`config.mk`:
```
export PLATFORM = sky130hd
export DESIGN_NAME = truth_logic_unit
export DESIGN_NICKNAME = d
export VERILOG_FILES = /design/src/rtl/tt_logic_pkg.sv /design/src/rtl/tt_bit_slice.sv /design/src/rtl/tt_output_gate.sv /design/src/rtl/truth_logic_unit.sv
export SDC_FILE = /design/constraint.sdc
export NUM_CORES = 1
export LEC_CHECK = 0
export CORE_MARGIN = 2
export CORE_UTILIZATION = 34
export DETAILED_ROUTE_END_ITERATION = 6
export PLACE_DENSITY_LB_ADDON = 0.1
export SLEW_MARGIN = 20
export SYNTH_ARGS = -nofsm -noshare
export SYNTH_HDL_FRONTEND = slang
export SYNTH_SLANG_ARGS = --single-unit
```
`constraint.sdc`:
```
create_clock -name vclk -period 2.9
set_input_delay 0.58 -clock vclk [all_inputs]
set_output_delay 0.58 -clock vclk [all_outputs]
set_load 0.02 [all_outputs]
```
`src/rtl/tt_logic_pkg.sv`:
```
package tt_logic_pkg;

    typedef logic [3:0] tt_code_t;

    // Truth-table bit k is the output for index k = {a, b}
    localparam tt_code_t TT_ZERO   = 4'b0000;
    localparam tt_code_t TT_AND    = 4'b1000;
    localparam tt_code_t TT_OR     = 4'b1110;
    localparam tt_code_t TT_NAND   = 4'b0111;
    localparam tt_code_t TT_PASS_A = 4'b1100;
    localparam tt_code_t TT_PASS_B = 4'b1010;
    localparam tt_code_t TT_ONES   = 4'b1111;

endpackage

```
`src/rtl/tt_bit_slice.sv`:
```
module tt_bit_slice
    import tt_logic_pkg::*;
(
    input  logic     a_bit,
    input  logic     b_bit,
    input  tt_code_t table_in,
    output logic     y_bit
);

    logic [1:0] sel_d;

    // Operand bits act as selector lines; a is the upper select bit
    always_comb begin
        sel_d = {a_bit, b_bit};
        case (sel_d)
            2'd0:    y_bit = table_in[0];
            2'd1:    y_bit = table_in[1];
            2'd2:    y_bit = table_in[2];
            default: y_bit = table_in[3];
        endcase
    end

endmodule

```
`src/rtl/tt_output_gate.sv`:
```
module tt_output_gate #(
    parameter int WIDTH = 16
) (
    input  logic [WIDTH-1:0] raw_in,
    input  logic             gate_en,
    output logic [WIDTH-1:0] gated_out
);

    always_comb begin
        gated_out = gate_en ? raw_in : '0;
    end

endmodule

```
`src/rtl/truth_logic_unit.sv`:
```
module truth_logic_unit
    import tt_logic_pkg::*;
#(
    parameter int WIDTH = 16
) (
    input  logic [WIDTH-1:0] op_a,
    input  logic [WIDTH-1:0] op_b,
    input  logic [3:0]       func_tt,
    input  logic             unit_en,
    output logic [WIDTH-1:0] result
);

    localparam int LAST_BIT = WIDTH - 1;

    tt_code_t         code_d;
    logic [LAST_BIT:0] slice_d;

    always_comb begin
        code_d = tt_code_t'(func_tt);
    end

    // One identical selector per bit position
    for (genvar gi = 0; gi < WIDTH; gi++) begin : g_slice
        tt_bit_slice u_slice (
            .a_bit    (op_a[gi]),
            .b_bit    (op_b[gi]),
            .table_in (code_d),
            .y_bit    (slice_d[gi])
        );
    end

    tt_output_gate #(.WIDTH(WIDTH)) u_gate (
        .raw_in    (slice_d),
        .gate_en   (unit_en),
        .gated_out (result)
    );

endmodule

```
# Word-level counts from Yosys, hierarchy flattened
# Cells that the tools add are included.
# totals
output_inout_bits	16
wordCells	65
reg_bits	0
in_bits	37
# op_classes
muxes	17
eq_ne	32
n_reduce_logical	16
# op_table
op	n
$pmux 1 s3	16
$eq 2x1->1 const B	16
$eq 2x2->1 const B	16
$logic_not 2->1	16
$mux 16	1

# Longest topological paths before layout
# Gate-level depths: netlist of run 1.
# depth
word_depth	3
ltp_mapped	3
depth_no_buf	2

# Cells and area by module
# Synthesis of run 1 repeated with hierarchy kept, for this count alone.
# unflattened
hier_cells	33
hier_area_um2	486.7
# by_module_without_submodules
mod	seq_area_each_um2	area_per_inst_um2	instances	cells_each
tt_bit_slice	0.0	22.5	16	1
tt_output_gate	0.0	126.4	1	17

# Worst setup path before layout of run 1
# No wires, ideal clock.
# synth_path
kind	input port to output port
startpoint	input func_tt[0]
endpoint	output result[10]
arrival_time_ns	1.401
n_path_buf	1
cell_stages	3
t_required_ns	2.320
setup_slack_ns	0.919
path_cell_list	buf_2 -> mux4_1 -> and2_1
# synth_via
elab_chain_cells	2
# synth_rtl
item	line	text
from (decl)	truth_logic_unit.sv:8	input logic [3:0] func_tt,
$pmux 1 s3	tt_bit_slice.sv:15	case (sel_d)
$mux 16	tt_output_gate.sv:10	gated_out = gate_en ? raw_in : '0;
to (decl)	truth_logic_unit.sv:10	output logic [WIDTH-1:0] result
# Every way passes these cells.

# Worst setup path in the final report of run 1
# layout_path
startpoint	input func_tt[1]
endpoint	output result[9]
# The elaborated chain is that of the path after synthesis.

==> summary.txt, run 1 <==
Worst setup path
  – Critical Path AT: 2150 ps
  – Critical path type: input port to output pin
  – Worst setup EP type: output pin
  – CP Max Fanout: 16
  – Setup crit start kind: input port
  – Required @ worst endpoint: 2320 ps

Cells and area
  – Non-Filler Instances: 105
  – Share of post-route cells with drive strength above 1: 4.49%
  – Fillers: 111
  – Layout overhead on the synthesized area: 96.4%
  – Register area: 0 um2
  – Final instance area: 0.00108 mm2
  – Antenna Cells: 0
  – Nets@finish: 128
  – Clkbuf count: 0
  – Post-Route Utilization: 71.8%
  – Num sequential: 0

Detailed routing
  – Via Count: 582
  – Drt pass-1 iters: 2
  – Met2 Routed Length: 958 um
  – Final wirelength: 1.65 mm
  – Top layer in use: met3
  – Drt wl/cell: 15.7 um
  – Antenna viol nets, final: 0
  – WL met1: 569 um
  – Vias per cell: 5.54
  – Metal3 WL: 117 um
  – 1st-iter DRT viols: 7
  – DRC viols: 0

Floorplan
  – Row cnt: 14
  – Die area: 0.00196 mm2
  – Die height: 44.2 um
  – Io pins: 53
  – Die Wd: 44.2 um
  – Starting density of the core: 36.5%
  – Area of the core: 0.00151 mm2

Placed design
  – Cells after DPL: 105
  – Port Buffer Count: 53
  – DP Area: 0.00110 mm2
  – GPL Wtd Cong: 0.761

Yosys
  – Sequential share of the synthesized area: 0%
  – Yosys warns: 0
  – Yosys top cell by area: mux4_1
  – Share of the synthesized area in the top cell type: 76.4%
  – Number of different library cells in the post-synthesis netlist: 6
  – Mapped Area: 551 um2
  – Synth Instances: 37
  – Synth top cells by count: and2_1 (16), mux4_1 (16), buf_2 (2)
  – Synth top area cells: mux4_1 (76%), and2_1 (18%), buf_6 (2.0%)
  – Post-Syn Nets: 74
  – Syn_area_per_cell: 14.9 um2

Timing
  – Slew Limit Fails: 0
  – Hold slack: 2170 ps
  – Setup Viol. Count Final: 0
  – Worst slew pin tran: 379 ps
  – Unrepaired setup endpoints after global routing: false
  – Tmin final: 2730 ps
  – Relative slew slack: 74.7%
  – Final Hold Vio Count: 0
  – Peak Freq: 0.366 GHz
  – Tcrit/Tclk final: 94.2%

Outcome
  – Status: completed

Worst hold path
  – Hold Path Class: input port to output pin

GRT
  – Vias in the first global route: 541
  – Total gr overflow: 0
  – GR Util All Layers: 16.4%
  – Initial antenna violation count: 0
  – First-pass GRT wire length: 2.48 mm
  – Largest net degree at the start of global routing: 17

Power
  – Total design power: 160 uW
  – Power Density: 148 mW/mm2
  – Worst vdd ir: 89.7 uV
  – Leak: 0.483 nW

Flow run
  – Max cap viols: 0

Clock network
  – # Post-CTS Setup Buffers: 0
## through the flow
step                setup TNS [ps]  worst slack [ps]
detailed placement            -620             -68.6
finish                           0               169
floorplan                        0               919
CTS                              0               151
global route                     0              96.8
global placement              -245             -39.7
## cells by family (layout without fill, tap and decap cells)
group	after synthesis	count (layout)	share of synthesized area [%]
buffers and inverters	5	57	5.45
multiplexers	16	16	76.4
AND/OR/NAND/NOR	16	16	18.2
## placed cells by master (no fill, tap or decap)
master           count
clkdlybuf4s50_1     37
mux4_1              16
and2_1              16
dlygate4sd2_1       16
buf_4                4
## path summary, 6_finish.rpt
kind | depth (start not counted) | start | end | slack (ps)
max | 5 | func_tt[1] | result[9] | 170
min | 4 | op_a[6] | result[6] | 2170
## critical path, stage by stage
cell and delay [ps]:
clkdlybuf4s50_1 400, buf_4 170, mux4_1 520, and2_1 170
dlygate4sd2_1 310
## per-layer routing
metal / up-vias / track usage, %
li1: 274 / -
met1: 284 / 17.5
met2: 24 / 34.7
met3: 0 / 2.45
met4: 0 / 0
met5: - / 0
## layout make-up
type                            count  area (um2)  area share [%]
Timing Repair Buffer               57         541            50.0
Multi-Input combinational cell     32         520            48.1
Tap cell                           16        20.0            1.85
## power breakdown
group / total, mW / internal, mW / switching [mW]
registers: 0 / 0 / 0
clock network: 0 / 0 / 0
logic: 0.160 / 0.102 / 0.0576
## what timing repair did
action | CTS | global route
resized for setup | 16 | 0
hold buffers | 0 | 0
hold endpoints to repair | 0 | 0
endpoints found under the setup margin | 16 | 0
Power figures use the tool's default switching activity.
==> run 2, diff against run 1 <==
Settings changed: ABC_AREA set to 1, CAP_MARGIN set to 20, CORE_UTILIZATION 34 to 41, PLACE_DENSITY_LB_ADDON 0.1 to 0.3.
==> run 2 against run 1 <==
Fmax decreased by 1.7%. Worst hold slack improved by 73 ps. Largest power group unchanged. Critical path depth decreased by 1.
==> summary.txt, run 2 <==
Outcome
  – Status: completed

Timing
  – Worst slew pin tran: 712 ps (+333 ps)
  – Slew Limit Fails: 0 (unchanged)
  – Tmin final: 2780 ps (+47.0 ps)
  – Peak Freq: 0.360 GHz (-1.7%)
  – Relative slew slack: 52.5% (-22 points)
  – Hold slack: 2250 ps (+72.6 ps)
  – Tcrit/Tclk final: 95.8% (+1.6 points)
  – Setup TNS: 0 ps (unchanged)
  – Final Hold Vio Count: 0 (unchanged)
  – Setup Viol. Count Final: 0 (unchanged)
  – Unrepaired setup endpoints after global routing: false

Cells and area
  – Clkbuf count: 0 (unchanged)
  – Nets@finish: 241 (+88%)
  – Most common cell after layout, fill and taps aside: nand2_1
  – Share of post-route cells with drive strength above 1: 16.8% (+12 points)
  – Register area: 0 um2 (unchanged)
  – Commonest cells after routing, fill and taps aside: nand2_1 (54), clkdlybuf4s50_1 (53), inv_1 (33)
  – Layout overhead on the synthesized area: 65.4%
  – Final instance area: 0.00129 mm2 (+20%)
  – Num sequential: 0 (unchanged)
  – Antenna Cells: 0 (unchanged)
  – Post-Route Utilization: 73.3% (+1.6 points)

Power
  – Power Density: 159 mW/mm2 (+7.6%)
  – Total design power: 206 uW (+29%)
  – Leak: 0.652 nW (+35%)
  – Worst vdd ir: 87.3 uV (-2.6%)

GRT
  – Largest net degree at the start of global routing: 17 (unchanged)
  – GR Util All Layers: 21.1% (+4.8 points)
  – Vias in the first global route: 975 (+80%)
  – First-pass GRT wire length: 3.68 mm (+48%)
  – Initial antenna violation count: 0 (unchanged)
  – Total gr overflow: 0 (unchanged)

Yosys
  – Synth top cells by count: nand2_1 (54), inv_1 (33), nand3_1 (22)
  – Share of the synthesized area in the top cell type: 25.9% (-50 points)
  – Most numerous cell in the Yosys netlist: nand2_1
  – Synth Instances: 154 (+320%)
  – Sequential share of the synthesized area: 0% (unchanged)
  – Post-Syn Nets: 191 (+160%)
  – Syn_area_per_cell: 5.08 um2 (-66%)
  – Number of different library cells in the post-synthesis netlist: 10 (+4)
  – Mapped Area: 782 um2 (+42%)
  – Yosys warns: 0 (unchanged)
  – Synth top area cells: nand2_1 (26%), inv_1 (16%), nand3_1 (14%)
  – Yosys top cell by area: nand2_1

Placed design
  – DP Area: 0.00129 mm2 (+17%)
  – Port Buffer Count: 53 (unchanged)
  – Detail Placement HPWL: 1.82 mm
  – GPL Wtd Cong: 0.697 (-8.4%)

Detailed routing
  – Antenna viol nets, final: 0 (unchanged)
  – DRC viols: 0 (unchanged)
  – Drt pass-1 iters: 4 (+2)
  – Final wirelength: 2.39 mm (+45%)
  – Via Count: 1099 (+89%)
  – Drt wl/cell: 10.5 um (-33%)
  – Vias per cell: 4.84 (-13%)
  – 1st-iter DRT viols: 15 (+8)

Worst hold path
  – Hold Path Class: input port to output pin

Floorplan
  – Io pins: 53 (unchanged)
  – Row cnt: 15 (+1)
  – Die area: 0.00227 mm2 (+16%)
  – Area of the core: 0.00176 mm2 (+17%)
  – Starting density of the core: 44.3% (+7.8 points)
  – Die height: 47.7 um (+7.8%)
  – Die Wd: 47.7 um (+7.8%)

Worst setup path
  – Setup crit start kind: input port
  – Worst setup EP type: output pin
  – Critical Path AT: 2200 ps (+50 ps)
  – CP Max Fanout: 16 (unchanged)
  – Critical path type: input port to output pin
  – Required @ worst endpoint: 2320 ps (about the same)

Clock network
  – Post_cts resized: 0 (-16)
  – # Post-CTS Setup Buffers: 0 (unchanged)
  – Cts hold-fix bufs: 0 (unchanged)

Flow run
  – Max cap viols: 0 (unchanged)
## run 2: changes by cell type after synthesis, moves of 6 or more
cell     delta
nand3_2    +10
nand3_1    +22
inv_1      +33
mux4_1     -16
a21oi_1     +6
a21oi_2    +10
nand2_2    +10
and2_1     -16
nand2_1    +54
## run 2: logic make-up after synthesis
| group | synth area share (%) |
|---|---|
| AND/OR/NAND/NOR | 60.8 |
| buffers and inverters | 24.2 |
| AO/OA/AOI/OAI | 15.0 |
## run 2: metrics by stage
stage / setup slack, ps / std cells
6_report: 122 / 227
5_1_grt: 11.3 / 227
4_1_cts: 107 / 227
3_5_place_dp: 123 / 227
3_3_place_gp: 137 / 227
2_1_floorplan: 1100 / 154
## run 2: area by class of cell
class                      instances  area (um2)
inverter                          37         139
tap                               25        31.3
multi-input combinational        112         593
timing repair buffer              53         531
fill                             164         470
## run 2: worst max-delay path, cell delays in order
cell             delay [ps]
clkdlybuf4s50_1         450
inv_1                   290
a21oi_1                 240
clkdlybuf4s50_1         640
## run 2: metal layers
layer	up-vias	part of all wire [%]	track usage, %
li1	567	-	-
met1	498	42	25.1
met2	34	52	43.2
met3	0	6.2	1.13
met4	0	0	0.541
met5	-	0	0
## run 2: power breakdown
group	leakage [nW]	internal [mW]	switching (mW)
sequential	0	0	0
clock	0	0	0
combinational	0.652	0.104	0.102
total	0.652	0.104	0.102
## run 2: final timing paths
path	startpoint	to	slack [ps]	depth (start not counted)
worst max-delay path	unit_en	result[0]	120	4
worst min-delay path	op_a[15]	result[15]	2250	4
